--- src/rtl/irq_combiner_pkg.sv ---
package irq_combiner_pkg;

    typedef enum logic [0:0] {
        BUS_IDLE = 1'b0,
        BUS_RESP = 1'b1
    } bus_state_e;

    typedef enum logic [1:0] {
        SEL_SRC  = 2'd0,
        SEL_MASK = 2'd1,
        SEL_NONE = 2'd2
    } reg_sel_e;

endpackage

--- src/rtl/irq_status_reg.sv ---
module irq_status_reg #(
    parameter int NUM_IRQ = 16
) (
    input  logic               clk,
    input  logic               rst_n,
    input  logic [NUM_IRQ-1:0] irq_in,
    input  logic [NUM_IRQ-1:0] mask_next,
    output logic [NUM_IRQ-1:0] status_q,
    output logic               line_q
);

    always_ff @(posedge clk or negedge rst_n) begin
        if (!rst_n) begin
            status_q <= '0;
            line_q   <= 1'b0;
        end else begin
            status_q <= irq_in;
            line_q   <= |(irq_in & mask_next);
        end
    end

    // the status copies the request levels of the previous cycle
    p_status_level_r9: assert property (@(posedge clk) disable iff (!rst_n)
        1'b1 |=> status_q == $past(irq_in));

endmodule

--- src/rtl/irq_lowest_encode.sv ---
module irq_lowest_encode #(
    parameter int NUM_IRQ = 16,
    parameter int DATA_W  = 16
) (
    input  logic              clk,
    input  logic              rst_n,
    input  logic [NUM_IRQ-1:0] pending,
    output logic [DATA_W-1:0]  code
);

    always_comb begin
        code = '0;
        for (int i = NUM_IRQ - 1; i >= 0; i--) begin
            if (pending[i]) begin
                code = DATA_W'(32'(i + 1) << 2);
            end
        end
    end

    // any pending source yields a non-zero code aligned to a multiple of four
    p_code_nonzero_r4: assert property (@(posedge clk) disable iff (!rst_n)
        (pending != '0) |-> (code != '0 && code[1:0] == 2'b00));

    // no pending source yields a zero code
    p_code_zero_r5: assert property (@(posedge clk) disable iff (!rst_n)
        (pending == '0) |-> (code == '0));

endmodule

--- src/rtl/irq_reg_port.sv ---
module irq_reg_port
    import irq_combiner_pkg::*;
#(
    parameter int          NUM_IRQ  = 16,
    parameter int          DATA_W   = 16,
    parameter int          ADDR_W   = 4,
    parameter logic [ADDR_W-1:0] SRC_OFS  = 4'h0,
    parameter logic [ADDR_W-1:0] MASK_OFS = 4'h2,
    parameter logic [NUM_IRQ-1:0] MASK_RST = 16'h0010
) (
    input  logic               clk,
    input  logic               rst_n,
    input  logic               req,
    input  logic               we,
    input  logic [ADDR_W-1:0]  addr,
    input  logic [DATA_W-1:0]  wdata,
    input  logic [DATA_W-1:0]  src_code,
    output logic [NUM_IRQ-1:0] mask_q,
    output logic [NUM_IRQ-1:0] mask_next,
    output logic [DATA_W-1:0]  rdata,
    output logic               rvalid
);

    bus_state_e state_q, state_d;
    reg_sel_e   sel;
    logic [DATA_W-1:0] rdata_q, rdata_d;

    always_comb begin
        if (addr == SRC_OFS)       sel = SEL_SRC;
        else if (addr == MASK_OFS) sel = SEL_MASK;
        else                       sel = SEL_NONE;
    end

    always_comb begin
        state_d = state_q;
        unique case (state_q)
            BUS_IDLE: if (req)  state_d = BUS_RESP;
            BUS_RESP: if (!req) state_d = BUS_IDLE;
            default:            state_d = BUS_IDLE;
        endcase
    end

    always_ff @(posedge clk or negedge rst_n) begin
        if (!rst_n) state_q <= BUS_IDLE;
        else        state_q <= state_d;
    end

    always_comb begin
        mask_next = mask_q;
        if (req && we && sel == SEL_MASK) begin
            mask_next = wdata[NUM_IRQ-1:0];
        end
    end

    always_comb begin
        rdata_d = rdata_q;
        if (req && !we) begin
            unique case (sel)
                SEL_SRC:  rdata_d = src_code;
                SEL_MASK: rdata_d = DATA_W'(mask_q);
                default:  rdata_d = '0;
            endcase
        end else if (req) begin
            rdata_d = '0;
        end
    end

    always_ff @(posedge clk or negedge rst_n) begin
        if (!rst_n) begin
            mask_q  <= MASK_RST;
            rdata_q <= '0;
        end else begin
            mask_q  <= mask_next;
            rdata_q <= rdata_d;
        end
    end

    always_comb begin
        rvalid = (state_q == BUS_RESP);
        rdata  = rvalid ? rdata_q : '0;
    end

    // the mask only moves on a write to its own offset
    p_mask_hold_r7: assert property (@(posedge clk) disable iff (!rst_n)
        !(req && we && addr == MASK_OFS) |=> $stable(mask_q));

    // read data valid exactly in the cycle after a request
    p_resp_follow_r8: assert property (@(posedge clk) disable iff (!rst_n)
        req |=> rvalid);
    p_resp_quiet_r8: assert property (@(posedge clk) disable iff (!rst_n)
        !req |=> !rvalid);

    // unknown offsets read zero
    p_unknown_zero_r7: assert property (@(posedge clk) disable iff (!rst_n)
        (req && !we && addr != SRC_OFS && addr != MASK_OFS) |=> rdata == '0);

endmodule

--- src/rtl/irq_combiner.sv ---
module irq_combiner
    import irq_combiner_pkg::*;
#(
    parameter int NUM_IRQ = 16,
    parameter int DATA_W  = 16,
    parameter int ADDR_W  = 4
) (
    input  logic               clk,
    input  logic               rst_n,
    input  logic [NUM_IRQ-1:0] irq_in,
    input  logic               reg_req,
    input  logic               reg_we,
    input  logic [ADDR_W-1:0]  reg_addr,
    input  logic [DATA_W-1:0]  reg_wdata,
    output logic [DATA_W-1:0]  reg_rdata,
    output logic               rd_valid,
    output logic               irq_out
);

    logic [NUM_IRQ-1:0] status_q;
    logic [NUM_IRQ-1:0] mask_q;
    logic [NUM_IRQ-1:0] mask_next;
    logic [NUM_IRQ-1:0] pending;
    logic [DATA_W-1:0]  src_code;
    logic               line_q;

    assign pending = status_q & mask_q;
    assign irq_out = line_q;

    irq_status_reg #(.NUM_IRQ(NUM_IRQ)) u_status (
        .clk       (clk),
        .rst_n     (rst_n),
        .irq_in    (irq_in),
        .mask_next (mask_next),
        .status_q  (status_q),
        .line_q    (line_q)
    );

    irq_lowest_encode #(.NUM_IRQ(NUM_IRQ), .DATA_W(DATA_W)) u_encode (
        .clk     (clk),
        .rst_n   (rst_n),
        .pending (pending),
        .code    (src_code)
    );

    irq_reg_port #(.NUM_IRQ(NUM_IRQ), .DATA_W(DATA_W), .ADDR_W(ADDR_W)) u_port (
        .clk       (clk),
        .rst_n     (rst_n),
        .req       (reg_req),
        .we        (reg_we),
        .addr      (reg_addr),
        .wdata     (reg_wdata),
        .src_code  (src_code),
        .mask_q    (mask_q),
        .mask_next (mask_next),
        .rdata     (reg_rdata),
        .rvalid    (rd_valid)
    );

    // the line, built from next-state values, agrees with the stored status and mask
    p_line_match_r2: assert property (@(posedge clk) disable iff (!rst_n)
        irq_out == (|(status_q & mask_q)));

endmodule

--- config.mk ---
export PLATFORM = sky130hd
export DESIGN_NAME = irq_combiner
export DESIGN_NICKNAME = d
export VERILOG_FILES = /design/src/rtl/irq_combiner_pkg.sv /design/src/rtl/irq_status_reg.sv /design/src/rtl/irq_lowest_encode.sv /design/src/rtl/irq_reg_port.sv /design/src/rtl/irq_combiner.sv
export SDC_FILE = /design/constraint.sdc
export NUM_CORES = 1
export LEC_CHECK = 0
export BUFFER_PORTS_ARGS = -buffer_cell sky130_fd_sc_hd__buf_2
export CAP_MARGIN = 20
export CORE_MARGIN = 10
export CORE_UTILIZATION = 57
export DETAILED_ROUTE_END_ITERATION = 12
export PLACE_DENSITY = 0.95
export SYNTH_ARGS = -nofsm -noshare
export SYNTH_HDL_FRONTEND = slang
export SYNTH_SLANG_ARGS = --single-unit
--- constraint.sdc ---
create_clock -name clk -period 2.8 [get_ports clk]
set_input_delay 0.84 -clock clk [delete_from_list [all_inputs] [get_ports clk]]
set_output_delay 0.84 -clock clk [all_outputs]
set_load 0.005 [all_outputs]
==> run metrics, run 1 <==
vias in the first global route ~2000; Starting Density 0.589; Worst Max-Slew Pin Slew roughly 610 ps; Final #Nets around 320; CP Capture Type flop; R2R Setup Slk between 1000 and 1500 ps; CTS tree built; Fmax achieved approximately 400 MHz; dpl cells roughly 330; GRT Total Usage 0.162; CP max stage delay ~520 ps; Clock Path Buffers 2; antenna-violating nets left 0; Vias per Instance between 5 and 6; Residual DRC 0; reg-to-reg critical path startpoint u_port.mask_q[11]; number of top-level pins between 50 and 60; Initial DRC Count ~150; area of the die approximately 0.007 sq mm; syn_area_per_cell about 11 sq um; Required @ worst endpoint between 2000 and 3000 ps; wire length per cell around 17 um; clock root buffer clkbuf_8; H-tree Lvls 2; Post-synth EDFFs 0; Non-Filler Instances about 330; Worst Path Arrival between 2000 and 3000 ps; WL final about 5.7 mm; Synth Warn # 0; Worst Hold Class reg2reg; Startpoint Class primary input; Crit. Startpoint reg_addr[0]; sequential area share after synthesis 0.532; Most used DFF post-synth dfrtp_1; unrepaired setup endpoints after global routing false; reg2reg path depth 3; Slew HR 0.592; fin. max-slew vios 0; cts repair resizes 0; area grow syn2layout 18.8%; Hold Path Depth 2; Hold Fails Final Rpt 0; Pre-antenna DRT Iters 4; Hold-fix buffers, CTS 0; Total Negative Setup Slacks 0 ps; Cells after Synth 221; Worst Clk Skew around 6.5 ps; diodes inserted 0; Die Wd 84.3 um; share of layout cells above drive strength 1 0.313; synthesized area roughly 0.0024 sq mm; worst setup path endpoint u_status.line_q; first-pass GRT wire length between 9 and 10 mm; final core utilization 0.699; P_leak 1.29 nW; routability cong. roughly 0.91; postcts setup bufs 0; Synth Net Count ~260; CP max stage cell a2111oi_0; Max-Cap Viols 0; VDD IR max between 0.4 and 0.5 mV; Core Area between 0.004 and 0.005 sq mm; vias 1895; Die Y ~84 um; crit-path max FO 12; Final setup viols 0; final critical-path share of the clock period 0.875; r2r endpoint u_status.line_q; Final Critical Period around 2500 ps; initial antenna violation count 0; largest net degree at the start of global routing 51; Worst-Skew Late Latency 300 ps; HPWL after DPL roughly 4.4 mm; total global routing overflow 0; CTS Buf Count 5; Power Density between 500 and 600 mW/mm^2; Async S/R FF share, synth 1.00; Clock transition at path regs approximately 90 ps; buffers added on ports 57; kind of critical path in2reg; Design Power about 1.6 mW; design area 0.00280 sq mm; # rows 23; crit path cell chain buf_2 -> nor3_4 -> and4_4 -> mux2_2 -> a2111oi_0 -> nand4_1; Sink Count 50; placed cell areas between 0.002 and 0.003 sq mm; status finished, final reports clean; synth unique cells 34; Yosys reg bits 50
## cell usage after synthesis, types with 3 or more instances
cell      count  share of area
mux2_2       16          0.077
inv_1        14          0.022
a21oi_1       5          0.011
o22ai_1       3         0.0080
and2_1       16          0.043
a32oi_1       3          0.011
nor2b_1       3         0.0080
nand2_1      47          0.075
clkbuf_1      4         0.0064
o21ai_0      15          0.032
mux2i_1      12          0.051
a22o_1        4          0.015
a22oi_1       4          0.013
dfrtp_1      49           0.52
## flip-flops by register name, summed over array words and instances (netlist names)
name,flops
u_port.rvalid,1
u_status.line_q,1
u_status.status_q,16
u_port.mask_q,16
u_port.rdata_q,16
## report_power, final
group	switching [mW]	internal [mW]	leakage (nW)
sequential	0.0809	0.787	0.633
clock	0.228	0.291	0.0585
combinational	0.128	0.126	0.601
total	0.437	1.20	1.29
## through the flow
stage / setup WS, ps / hold WS (ps)
after floorplan: 366 / 489
after global placement: 240 / 505
after detailed placement: 145 / 511
after CTS: 324 / 523
after global routing: 277 / 554
final: 350 / 515
## routing by layer
| metal | track usage | part of all wire | vias up |
|---|---|---|---|
| li1 | - | - | 902 |
| met1 | 0.189 | 0.41 | 875 |
| met2 | 0.275 | 0.49 | 102 |
| met3 | 0.0493 | 0.081 | 16 |
| met4 | 0.0533 | 0.023 | 0 |
| met5 | 0 | 0 | - |
## placed cells by master, fill, tap and decap left out, types with 6 or more instances in the layout
cell type  count
nand2_1       47
mux2i_1       12
o21ai_0       15
mux2_2        16
clkbuf_8       6
dfrtp_1       49
inv_1         14
and2_1        16
buf_2         57
## kinds of logic (layout without fill, tap and decap cells)
kind of cell	after synthesis	in the layout	share of synthesized area
AO/OA/AOI/OAI	44	44	0.130
buffers and inverters	21	84	0.0478
flip-flops	50	50	0.532
multiplexers	28	28	0.128
AND/OR/NAND/NOR	78	78	0.163
## worst min path at each step
stage / start / end
after floorplan: u_port.mask_q[0] / u_port.rdata_q[0]
after global placement: u_port.rdata_q[9] / u_port.rdata_q[9]
after detailed placement: u_port.rdata_q[9] / u_port.rdata_q[9]
after CTS: u_port.rdata_q[9] / u_port.rdata_q[9]
after global routing: u_port.rdata_q[11] / u_port.rdata_q[11]
final: u_port.rdata_q[9] / u_port.rdata_q[9]
## layout make-up
type | instances | area [sq um]
flip-flops and latches | 50 | 1250
fillers | 288 | 1200
multi-input cells | 150 | 990
repair buffers | 62 | 323
clock buffers | 7 | 86.3
well taps | 50 | 62.6
inverters | 14 | 52.6
clock inverters | 1 | 30.0
## critical path: cells and delay by family
kind | cells | cell delay, ps
AND/OR/NAND/NOR | 3 | 750
AO/OA/AOI/OAI | 1 | 520
multiplexers | 1 | 370
buffers and inverters | 1 | 110
Power figures use the tool's default switching activity.
==> run 2: changes to the inputs <==
--- a/config.mk
+++ b/config.mk
@@ -8,9 +8,11 @@
 export BUFFER_PORTS_ARGS = -buffer_cell sky130_fd_sc_hd__buf_2
 export CAP_MARGIN = 20
 export CORE_MARGIN = 10
-export CORE_UTILIZATION = 57
+export CORE_UTILIZATION = 59
+export CTS_BUF_LIST = sky130_fd_sc_hd__clkbuf_8
 export DETAILED_ROUTE_END_ITERATION = 12
 export PLACE_DENSITY = 0.95
+export RECOVER_POWER = 25
 export SYNTH_ARGS = -nofsm -noshare
 export SYNTH_HDL_FRONTEND = slang
 export SYNTH_SLANG_ARGS = --single-unit
==> run 2 against run 1 <==
The run now ends with capacitance limit, slew limit left; cell area is 1.9% lower; clock skew is 0.57 ps higher; final cell count fell by 0.60%; power fell by 6.1%; first-iteration DRC count up 36%; utilization increased by 2.9 points; sequential power increased by 0.7%; register-to-register slack is essentially flat; worst setup slack better by 70 ps; clock-buffer cell count shrank 1; clock power down 19%; die area decreased by 2.6%.
==> run metrics, run 2 (synthesis results as in run 1) <==
status finished, violations left; failing checks capacitance limit, slew limit; H-tree Lvls 2 (unchanged); reg2reg path depth 5 (+2); hold path start u_port.rdata_q[9]; kind of critical path in2reg; Final setup viols 0 (unchanged); GR Util met3 0.0566 (+0.00737); highest-count cells in the layout ignoring fill and taps 49 x dfrtp_1, 47 x nand2_1, 41 x buf_2; cts repair resizes 0 (unchanged); Power Density 562 mW/mm^2 (-4.3%); filler instances 286 (-0.69%); CTS tree built; Clock transition at path regs 90 ps (about the same); Final #Nets 323 (unchanged); design area 0.00274 sq mm (-1.9%); reg-to-reg critical path startpoint u_port.mask_q[12]; total global routing overflow 0 (unchanged); HPWL after DPL 4.47 mm (+0.77%); initial antenna violation count 0 (unchanged); biggest regs u_port.mask_q (16), u_port.rdata_q (16), u_status.status_q (16); wire length per cell 17.3 um (+0.74%); Hold-fix buffers, CTS 0 (unchanged); buffers added on ports 57 (unchanged); most common cell after layout, fill and taps aside dfrtp_1; postcts setup bufs 0 (unchanged); diodes inserted 0 (unchanged); CP Capture Type flop; antenna-violating nets left 0 (unchanged); vias in the first global route 2010 (-1.0%); r2r endpoint u_port.rdata_q[2]; Hold Fails Final Rpt 0 (unchanged); crit path cell chain buf_2 -> nor3_4 -> and4_4 -> mux2_2 -> a2111oi_1 -> nand4_1; routability cong. 0.862 (-5.3%); CP max stage cell a2111oi_1; Worst Hold End u_port.rdata_q[9]; Total Negative Setup Slacks 0 ps (unchanged); grt met2 use 0.258 (-0.0169); final core utilization 0.728 (+0.0285); clock root buffer clkbuf_8; Worst Path Arrival 2550 ps (-50 ps); fin. max-slew vios 32 (+32); Starting Density 0.624 (+0.0357); Core Area 0.00377 sq mm (-5.7%); WL final 5.75 mm (+0.14%); Most Crowded Layer GR met2; Hold Path Depth 2 (unchanged); # rows 22 (-4.3%); Sink Count 50 (unchanged); Max-Cap Viols 1 (+1); area of the die 0.00692 sq mm (-2.6%); area grow syn2layout 16.5%; share of layout cells above drive strength 1 0.250 (-0.0634); Final Critical Period 2380 ps (-69.8 ps); GRT Total Usage 0.163 (+0.00153); Initial DRC Count 210 (+36%); final critical-path share of the clock period 0.850 (-0.0249); Die Y 83.2 um (-1.3%); Worst Max-Slew Pin Slew 1600 ps (+991 ps); Worst Hold Class reg2reg; largest net degree at the start of global routing 32 (-37%); Clock Path Buffers 2 (unchanged); R2R Setup Slk 1230 ps (about the same); first-pass GRT wire length 9.45 mm (-0.86%); Required @ worst endpoint 2970 ps (+20 ps); crit-path max FO 15 (+3); Worst Clk Skew 7.06 ps (+0.573 ps); Fmax achieved 420 MHz (+2.9%); Startpoint Class primary input; number of top-level pins 58 (unchanged); Slew HR -0.0684 (-0.661); Pre-antenna DRT Iters 5 (+1); placed cell areas 0.00268 sq mm (about the same); Worst-Skew Late Latency 310 ps (about the same); VDD IR max 0.506 mV (+21%); P_leak 1.24 nW (-4.1%); vias 1913 (+0.95%); unrepaired setup endpoints after global routing false; Fin Hold WS 522 ps (+6.84 ps); met1 global-route usage 0.208 (+0.0189); Vias per Instance 5.76 (+1.6%); CTS Buf Count 5 (unchanged); Residual DRC 0 (unchanged); Crit. Startpoint reg_addr[0]; CP max stage delay 460 ps (-60 ps); Die Wd 83.2 um (-1.3%)
## run 2: stage by stage
stage | worst slack (ps) | std cells | power, mW
global placement | 173 | 324 | 1.12
finish | 419 | 332 | 1.54
CTS | 414 | 332 | 1.55
global route | 258 | 332 | 1.61
detailed placement | 65.4 | 324 | 1.13
floorplan | 366 | 221 | 1.01
## run 2: area by class of cell
| cell class | instances | area (sq um) | area share |
|---|---|---|---|
| Multi-Input combinational cell | 150 | 990 | 0.361 |
| Inverter | 14 | 52.6 | 0.0192 |
| Sequential cell | 50 | 1250 | 0.456 |
| Tap cell | 48 | 60.1 | 0.0219 |
| Clock buffer | 6 | 82.6 | 0.0301 |
| Clock inverter | 2 | 7.51 | 0.00274 |
| Timing Repair Buffer | 62 | 299 | 0.109 |
## run 2: critical path: cells and delay by family
family,cells,cell delay (ps)
muxes,1,380
buffers and inverters,1,110
and+or+nand+nor,3,760
AOI/OAI and AO/OA,1,460
## run 2: worst max-delay path by stage
stage | end | slack [ps] | depth (start not counted)
after floorplan | u_status.line_q | 370 | 6
after global placement | u_status.line_q | 170 | 6
after detailed placement | u_status.line_q | 70 | 6
after CTS | u_status.line_q | 410 | 6
after global routing | u_status.line_q | 260 | 7
final | u_status.line_q | 420 | 6
## run 2: where the power goes
part	switching (mW)	internal, mW
Combinational	0.125	0.123
Clock	0.225	0.194
Sequential	0.0867	0.787
## run 2: per-layer routing
metal / vias to the layer above / part of all wire
met5: - / 0
met4: 0 / 0.0099
met3: 6 / 0.082
met2: 95 / 0.49
met1: 915 / 0.42
li1: 897 / -
